===== config.mk =====
export PLATFORM = sky130hd
export DESIGN_NAME = spi_xchg
export DESIGN_NICKNAME = d
export VERILOG_FILES = /design/src/rtl/spi_xchg.sv
export SDC_FILE = /design/constraint.sdc
export NUM_CORES = 1
export LEC_CHECK = 0
export CAP_MARGIN = 5
export CORE_ASPECT_RATIO = 1.4
export CORE_UTILIZATION = 30
export CTS_CLUSTER_SIZE = 40
export DETAILED_ROUTE_END_ITERATION = 6
export RECOVER_POWER = 100
export SYNTH_ARGS = -nofsm -noshare
export SYNTH_HDL_FRONTEND = slang
export SYNTH_SLANG_ARGS = --single-unit

===== constraint.sdc =====
create_clock -name clk -period 3.4 [get_ports clk]
set_input_delay 0.51 -clock clk [delete_from_list [all_inputs] [get_ports clk]]
set_output_delay 0.51 -clock clk [all_outputs]
set_load 0.1 [all_outputs]

===== src/rtl/spi_xchg.sv =====
module spi_xchg #(
  parameter int W       = 8,
  parameter int CLK_DIV = 4
) (
  input  logic         clk,
  input  logic         rst_n,
  input  logic         mode_master,
  input  logic         wr_en,
  input  logic [W-1:0] wr_data,
  input  logic         rd_en,
  output logic [W-1:0] rd_data,
  input  logic         clr_wcol,
  input  logic         clr_ovf,
  output logic         busy,
  output logic         done,
  output logic         buf_full,
  output logic         wcol,
  output logic         ovf,
  output logic         sck_o,
  input  logic         sck_i,
  input  logic         ss_n,
  input  logic         sdi,
  output logic         sdo
);
  localparam int HALF = CLK_DIV / 2;
  localparam int HW   = (HALF > 1) ? $clog2(HALF) : 1;
  localparam int BW   = (W > 1) ? $clog2(W) : 1;

  logic [2:0]    sck_s;
  logic [1:0]    ss_s, sdi_s;
  logic          act, sck_r, samp;
  logic [HW-1:0] divcnt;
  logic [BW-1:0] bitc;
  logic [W-1:0]  shreg, hold;

  wire s_sel  = ~ss_s[1];
  wire s_rise = sck_s[1] & ~sck_s[2];
  wire s_fall = ~sck_s[1] & sck_s[2];
  wire tick   = mode_master && act && divcnt == '0;
  wire rise   = mode_master ? (tick && !sck_r) : (s_sel && s_rise);
  wire fall   = mode_master ? (tick && sck_r)  : (act && s_sel && s_fall);
  wire abort  = !mode_master && act && !s_sel;
  wire last   = fall && bitc == BW'(W - 1);
  wire load   = wr_en && !act;
  wire ovf_set = last && !mode_master && !ovf && buf_full && !rd_en;
  wire take   = last && (mode_master || (!ovf && !ovf_set));
  wire [W-1:0] rx_word = {shreg[W-2:0], samp};

  assign busy     = act;
  assign sck_o    = sck_r;
  assign sdo      = shreg[W-1];
  assign rd_data  = hold;

  always_ff @(posedge clk or negedge rst_n)
    if (!rst_n) begin
      sck_s <= '0;
      ss_s  <= '1;
      sdi_s <= '0;
    end else begin
      sck_s <= {sck_s[1:0], sck_i};
      ss_s  <= {ss_s[0], ss_n};
      sdi_s <= {sdi_s[0], sdi};
    end

  always_ff @(posedge clk or negedge rst_n)
    if (!rst_n) begin
      act    <= 1'b0;
      sck_r  <= 1'b0;
      divcnt <= '0;
    end else begin
      if (mode_master) begin
        if (load) begin
          act    <= 1'b1;
          sck_r  <= 1'b0;
          divcnt <= HW'(HALF - 1);
        end else if (act) begin
          if (tick) begin
            sck_r  <= ~sck_r;
            divcnt <= HW'(HALF - 1);
          end else begin
            divcnt <= divcnt - 1'b1;
          end
          if (last) act <= 1'b0;
        end
      end else begin
        sck_r <= 1'b0;
        if (abort || last) act <= 1'b0;
        else if (rise)     act <= 1'b1;
      end
    end

  always_ff @(posedge clk or negedge rst_n)
    if (!rst_n) begin
      samp  <= 1'b0;
      bitc  <= '0;
      shreg <= '0;
    end else begin
      if (rise) samp <= mode_master ? sdi : sdi_s[1];
      if (load)                shreg <= wr_data;
      else if (fall && !last)  shreg <= rx_word;
      if (abort || last || !act) bitc <= '0;
      else if (fall)             bitc <= bitc + 1'b1;
    end

  always_ff @(posedge clk or negedge rst_n)
    if (!rst_n) begin
      hold     <= '0;
      buf_full <= 1'b0;
      ovf      <= 1'b0;
      wcol     <= 1'b0;
      done     <= 1'b0;
    end else begin
      done <= last;
      if (take) begin
        hold     <= rx_word;
        buf_full <= 1'b1;
      end else if (rd_en) begin
        buf_full <= 1'b0;
      end
      if (ovf_set)      ovf <= 1'b1;
      else if (clr_ovf) ovf <= 1'b0;
      if (wr_en && act) wcol <= 1'b1;
      else if (clr_wcol) wcol <= 1'b0;
    end

  AST_SCK_IDLE_LOW: assert property (@(posedge clk) disable iff (!rst_n) !busy |-> !sck_o);
  AST_WCOL_ON_BUSY: assert property (@(posedge clk) disable iff (!rst_n) wr_en && busy |=> wcol);
  AST_HOLD_ON_DONE: assert property (@(posedge clk) disable iff (!rst_n) !done |-> $stable(rd_data));
  AST_NO_MASTER_OVF: assert property (@(posedge clk) disable iff (!rst_n) mode_master |-> !$rose(ovf));
  AST_OVF_FREEZE: assert property (@(posedge clk) disable iff (!rst_n) ovf |-> $stable(rd_data));
  AST_DONE_PULSE: assert property (@(posedge clk) disable iff (!rst_n) done |=> !done);
endmodule


Yosys cells after proc, flatten, opt, wreduce, memory -nomap -nowiden
Index checks and enable logic that the tools add are counted.

cells by class
  bitwise logic cells = 7
  muxes and demuxes = 26
  reduce and logical (&&, ||, !) cells = 38
  equal/unequal tests = 3
  add/subtract/negate cells = 2

operators by type and width
  kind                 count
  $mux 1               22
  $logic_and 1x1->1    19
  $mux 8               2
  $reduce_bool 2->1    6
  $logic_not 1->1      7
  $mux 3               2
  $ne 3x1->1 const B   2
  $not 1->1            5
  $reduce_and 2->1     2
  $add 3x1->3 const B  1
  $eq 3x3->1 const B   1
  $logic_or 1x1->1     3
  $reduce_bool 3->1    1
  $and 1x1->1          2
  $sub 1x1->1 const B  1

word-level totals
  logic and storage cells = 90
  bits of input ports = 18
  register bits = 34
  output and inout port bits = 15

Longest topological paths before layout
  word-level depth = 14
  mapped depth = 7
  depth with buffers taken out = 6

Least setup slack after synthesis
No wires, ideal clock.

  path type = register to register
  start point = reg act, in the netlist busy
  end point = reg hold[0], in the netlist rd_data[0]
  data required time = 3.275 ns
  path buffers = 1
  library setup time = 0.125 ns
  clock period less this slack = 2.122 ns
  stages on the path, launching flop included = 6
  arrival = 1.997 ns
  slack = 1.278 ns
  cell sequence = dfrtp_1 -> buf_6 -> nand2_2 -> o31ai_4 -> nand3b_4 -> mux2_4

between the ends
  cells in the longest elaborated chain, start to end = 13
  elaborated cells on any way between the ends = 15
  those cells by class = 1 x mux; 14 x reduce/logical

ends and longest elaborated chain
  element                          RTL line  RTL
  start: declaration               31        logic act, sck_r, samp;
  start signal: assignment         67        act <= 1'b0;
  start signal: assignment         73        act <= 1'b1;
  start signal: assignment         83        if (last) act <= 1'b0;
  $logic_and 1x1->1 (2 in series)  39        wire tick = mode_master && act && divcnt == '0;
  $logic_and 1x1->1                41        wire fall = mode_master ? (tick && sck_r) : (act && s_sel && s_fall);
  $mux 1 *                         41
  $logic_and 1x1->1 *              43        wire last = fall && bitc == BW'(W - 1);
  $logic_and 1x1->1 (4 in series)  45        wire ovf_set = last && !mode_master && !ovf && buf_full && !rd_en;
  $logic_not 1->1                  46        wire take = last && (mode_master || (!ovf && !ovf_set));
  $logic_and 1x1->1                46
  $logic_or 1x1->1                 46
  $logic_and 1x1->1 *              46
  end signal: assignment           115       hold <= rx_word;
  end: declaration                 34        logic [W-1:0] shreg, hold;

Every way passes the cells marked *; elsewhere a longest branch is shown, timed or not.
A chain may end at the register's enable or synchronous reset.

Worst setup path after layout
  start point = in mode_master
  end point = reg shreg[7]

between the ends
  cells in the longest elaborated chain, start to end = 8

ends and longest elaborated chain
  element                               RTL line  RTL
  start: declaration                    7         input logic mode_master,
  $logic_and 1x1->1 (2 in series)       39
  $logic_and 1x1->1                     41
  $mux 1 *                              41
  $logic_and 1x1->1                     43
  $logic_not 1->1                       100       else if (fall && !last) shreg <= rx_word;
  $logic_and 1x1->1 *                   100
  $reduce_bool 2->1 (no source line) *  n/a
  end signal: assignment                99        if (load) shreg <= wr_data;
  end signal: assignment                100
  end: declaration                      34

Marked as above.

==> flow_summary.html <==
<table>
<tr><th>Metric</th><th>Value</th></tr>
<tr><th colspan="2">Status</th></tr>
<tr><td>Result of the run</td><td>finished with violations</td></tr>
<tr><td>Violated checks</td><td>max-capacitance violations, max-slew violations</td></tr>
<tr><th colspan="2">CTS</th></tr>
<tr><td>Cts-stage hold buffer count</td><td>0</td></tr>
<tr><td>Post-CTS setup buffer count</td><td>0</td></tr>
<tr><td>Root buffer selected by CTS</td><td>sky130_fd_sc_hd__clkbuf_8</td></tr>
<tr><td>H-tree depth reported by CTS</td><td>2</td></tr>
<tr><td>CTS tree</td><td>done</td></tr>
<tr><td>Buffer levels on the longest clock path</td><td>2</td></tr>
<tr><td>Clock buffer count from CTS</td><td>5</td></tr>
<tr><td>Clk sink count</td><td>34</td></tr>
<tr><td>Clock-pin slew on the worst setup and hold paths</td><td>60 ps</td></tr>
<tr><td>Worst-skew pair later-pin latency</td><td>between 200 and 300 ps</td></tr>
<tr><td>Resized Gates After CTS</td><td>0</td></tr>
<tr><th colspan="2">Logic synthesis</th></tr>
<tr><td>Post-synthesis sequential area ratio</td><td>between 50% and 60%</td></tr>
<tr><td>Async set-or-reset flop fraction in the synthesized netlist</td><td>100.0%</td></tr>
<tr><td>Syn Area/Cell</td><td>approximately 13 um2</td></tr>
<tr><td>Most instantiated flip-flop cell in the synthesis netlist</td><td>sky130_fd_sc_hd__dfrtp_1</td></tr>
<tr><td>Post-synth top area cell</td><td>sky130_fd_sc_hd__dfrtp_1</td></tr>
<tr><td>Flops &amp; latches, synth</td><td>34</td></tr>
<tr><td>Yosys top cell area share</td><td>around 53%</td></tr>
<tr><td>Number of enable flip-flop cells after synthesis</td><td>0</td></tr>
<tr><td>Cell types with the largest area share after synthesis</td><td>sky130_fd_sc_hd__dfrtp_1, sky130_fd_sc_hd__mux2_4, sky130_fd_sc_hd__mux2i_1, sky130_fd_sc_hd__dfstp_2, sky130_fd_sc_hd__a21oi_1</td></tr>
<tr><td>Count of cell types in the netlist</td><td>31</td></tr>
<tr><td>Number of warnings reported in the yosys synthesis log</td><td>0</td></tr>
<tr><td>Synthesized instance count</td><td>119</td></tr>
<tr><td>Nets in the synthesized netlist</td><td>139</td></tr>
<tr><td>Most frequent cell after synthesis</td><td>sky130_fd_sc_hd__dfrtp_1</td></tr>
<tr><td>Commonest cells in the netlist</td><td>sky130_fd_sc_hd__dfrtp_1, sky130_fd_sc_hd__nor2_1, sky130_fd_sc_hd__a21oi_1</td></tr>
<tr><td>Synth Cell Area</td><td>0.001511 mm2</td></tr>
<tr><th colspan="2">Drt</th></tr>
<tr><td>Routed wire length</td><td>about 3000 um</td></tr>
<tr><td>Vias</td><td>1014</td></tr>
<tr><td>First-pass iteration count of the detailed router</td><td>4</td></tr>
<tr><td>Starting DRT DRC Count</td><td>12</td></tr>
<tr><td>Final routed wire length divided by cell count</td><td>13.75 um</td></tr>
<tr><td>Remaining DRCs</td><td>0</td></tr>
<tr><td>Antenna-violating nets left</td><td>0</td></tr>
<tr><td>Vias/cell</td><td>~4.6</td></tr>
<tr><th colspan="2">Cells and area</th></tr>
<tr><td>Storage element area</td><td>~850 um2</td></tr>
<tr><td>Diode insertion count for antenna repair</td><td>0</td></tr>
<tr><td>Signed area change from the synthesized netlist to the final layout</td><td>25.99%</td></tr>
<tr><td>Number of fill cells in the layout</td><td>between 400 and 500</td></tr>
<tr><td>Total Nets Final</td><td>around 180</td></tr>
<tr><td>Total area of multi-input combinational cells</td><td>554.3 um2</td></tr>
<tr><td>Fin cells</td><td>between 200 and 250</td></tr>
<tr><td>Ratio of cells with drive above 1 in the final layout</td><td>approximately 7%</td></tr>
<tr><th colspan="2">Min path</th></tr>
<tr><td>Worst Hold Path Cells</td><td>0</td></tr>
<tr><td>Hold endpoint</td><td>sck_s[1]</td></tr>
<tr><td>Hold Path Class</td><td>reg2reg</td></tr>
<tr><td>Source of the worst hold timing path</td><td>sck_s[0]</td></tr>
<tr><th colspan="2">Setup path</th></tr>
<tr><td>Setup crit start</td><td>mode_master</td></tr>
<tr><td>Reg2reg setup slack</td><td>a little over 1000 ps</td></tr>
<tr><td>Largest driver fanout on the critical path</td><td>16</td></tr>
<tr><td>Critical Path AT</td><td>around 2700 ps</td></tr>
<tr><td>Kind of critical path</td><td>in2reg</td></tr>
<tr><td>CP Capture Type</td><td>flop</td></tr>
<tr><td>Critical path required time</td><td>3510 ps</td></tr>
<tr><td>R2R Path Start</td><td>bitc[0]</td></tr>
<tr><td>Endpoint of the lowest-slack register-to-register path</td><td>shreg[7]</td></tr>
<tr><td>Logic depth of the worst register-to-register path</td><td>5</td></tr>
<tr><td>Category of the worst setup path launch point</td><td>input pin</td></tr>
<tr><th colspan="2">STA</th></tr>
<tr><td>Clock Skew</td><td>7.038 ps</td></tr>
<tr><td>Setup repair after global routing missed its margin</td><td>false</td></tr>
<tr><td>Final Hold Viols</td><td>0</td></tr>
<tr><td>Maximum clock frequency</td><td>just under 0.4 GHz</td></tr>
<tr><td>Final critical-path required period</td><td>between 2000 and 3000 ps</td></tr>
<tr><td>Tightest slew margin relative to the limit</td><td>-19.78%</td></tr>
<tr><td>Fin crit share</td><td>between 70 and 80%</td></tr>
<tr><td>Transition time at the pin with the least slew margin</td><td>1797 ps</td></tr>
<tr><td>Final setup violation count</td><td>0</td></tr>
<tr><td>TNS Setup</td><td>0 ps</td></tr>
<tr><td>Max-slew violations</td><td>35</td></tr>
<tr><th colspan="2">Global route</th></tr>
<tr><td>Wire length of the first global-routing pass</td><td>a little over 5000 um</td></tr>
<tr><td>Met1 track utilization from global routing</td><td>roughly 13%</td></tr>
<tr><td>Met2 Track Usage GR</td><td>23.11%</td></tr>
<tr><td>Pin count of the biggest net entering global routing</td><td>35</td></tr>
<tr><td>Via count of the first global-routing pass</td><td>1150</td></tr>
<tr><td>Most Used Layer, Global Route</td><td>met2</td></tr>
<tr><td>Total global routing overflow</td><td>0</td></tr>
<tr><td>Global-route met3 utilization</td><td>under 10%</td></tr>
<tr><td>GRT Util Overall</td><td>a little over an eighth</td></tr>
<tr><td>Antenna violations before repair</td><td>0</td></tr>
<tr><th colspan="2">Die</th></tr>
<tr><td>Top-level I/O count</td><td>33</td></tr>
<tr><td>Die extent in y</td><td>roughly 86 um</td></tr>
<tr><td>Number of placement rows</td><td>30</td></tr>
<tr><td>Core area</td><td>between 0.004 and 0.005 mm2</td></tr>
<tr><td>Die Width</td><td>61.99 um</td></tr>
<tr><td>Starting density of the core</td><td>~31%</td></tr>
<tr><td>Die area</td><td>approximately 0.0053 mm2</td></tr>
<tr><th colspan="2">Place</th></tr>
<tr><td>Port buffer count</td><td>32</td></tr>
<tr><td>Routability cong.</td><td>slightly below 0.8</td></tr>
<tr><td>Number of placed instances, taps included</td><td>between 200 and 250</td></tr>
<tr><td>Hpwl dp</td><td>between 2000 and 2500 um</td></tr>
<tr><th colspan="2">Power and ir drop</th></tr>
<tr><td>Cell Pwr Density</td><td>557.9 mW/mm2</td></tr>
<tr><td>Static leakage</td><td>roughly 0.86 nW</td></tr>
<tr><td>Peak ir drop on the vdd network</td><td>~210 uV</td></tr>
<tr><th colspan="2">Job</th></tr>
<tr><td>Max-Cap Viols</td><td>1</td></tr>
</table>
==> cell families after synthesis <==
family	share of synthesized area (%)
AOI/OAI and AO/OA	10.76
xor gates and xnor gates	0.5796
adders and majority gates	1.655
buffers and inverters	2.566
DFF	56.46
muxes	13.91
and+or+nand+nor	14.07
==> report_power, final <==
group / total [mW] / internal [mW] / switching, mW
registers: 0.519 / 0.465 / 0.0536
clock network: 0.305 / 0.165 / 0.140
logic: 0.238 / 0.0854 / 0.153
==> final cells by class <==
cell class | instances | share of cell area (%)
repair buffers | 34 | 16.75
inverters | 2 | 0.3942
multi-input cells | 79 | 29.11
clock buffers | 8 | 4.731
well taps | 64 | 4.205
flip-flops and latches | 34 | 44.81
==> per-stage QoR <==
| step | power (mW) | area [um2] | util [%] | hold WS (ps) | setup slack (ps) |
|---|---|---|---|---|---|
| 2_1_floorplan | 0.7019 | 1511 | - | 214.4 | 1278 |
| 3_3_place_gp | 0.7684 | 1891 | 39.04 | 333.5 | 965.3 |
| 3_5_place_dp | 0.7834 | 1891 | 39.04 | 337.0 | 908.3 |
| 4_1_cts | 1.094 | 1981 | 40.90 | 351.4 | 1061 |
| 5_1_grt | 1.123 | 1904 | 39.33 | 360.7 | 603.7 |
| 6_report | 1.062 | 1904 | 39.33 | 349.6 | 832.1 |
==> cell usage in the layout (no fill, tap or decap), drive strengths merged, types with 3 or more instances in the layout <==
| cell | netlist | layout |
|---|---|---|
| nand2b | 6 | 6 |
| o21ai | 7 | 7 |
| mux2i | 9 | 9 |
| nand2 | 6 | 6 |
| dlygate4sd3 | 0 | 19 |
| nand3 | 3 | 3 |
| mux2 | 8 | 8 |
| nor2 | 11 | 11 |
| clkbuf | 0 | 11 |
| dfrtp | 32 | 32 |
| a21oi | 10 | 10 |
| clkdlybuf4s50 | 0 | 11 |
==> sequential cells by signal, indices dropped and copies added (netlist names) <==
register,cells
done,1
divcnt,1
ovf,1
shreg,8
buf_full,1
rd_data,8
busy,1
sck_s,3
sck_o,1
sdi_s,2
wcol,1
bitc,3
ss_s,2
samp,1
==> worst max-delay path by stage <==
| stage | cells after the start | to |
|---|---|---|
| 2_1_floorplan | 5 | rd_data[0] |
| 3_3_place_gp | 5 | rd_data[2] |
| 3_5_place_dp | 5 | rd_data[5] |
| 4_1_cts | 1 | ovf |
| 5_1_grt | 5 | shreg[3] |
| 6_report | 4 | shreg[7] |
==> per-layer routing <==
layer  vias up  share of wire (%)
met4         0                3.1
li1        489                  -
met5         -                  0
met1       498                 41
met2        21                 53
met3         6                3.2
==> critical path: stages <==
cell	delay (ps)
sky130_fd_sc_hd__dlygate4sd3_1	700
sky130_fd_sc_hd__or2_0	340
sky130_fd_sc_hd__o221ai_1	940
sky130_fd_sc_hd__a21oi_1	180
Power figures use the tool's default switching activity.
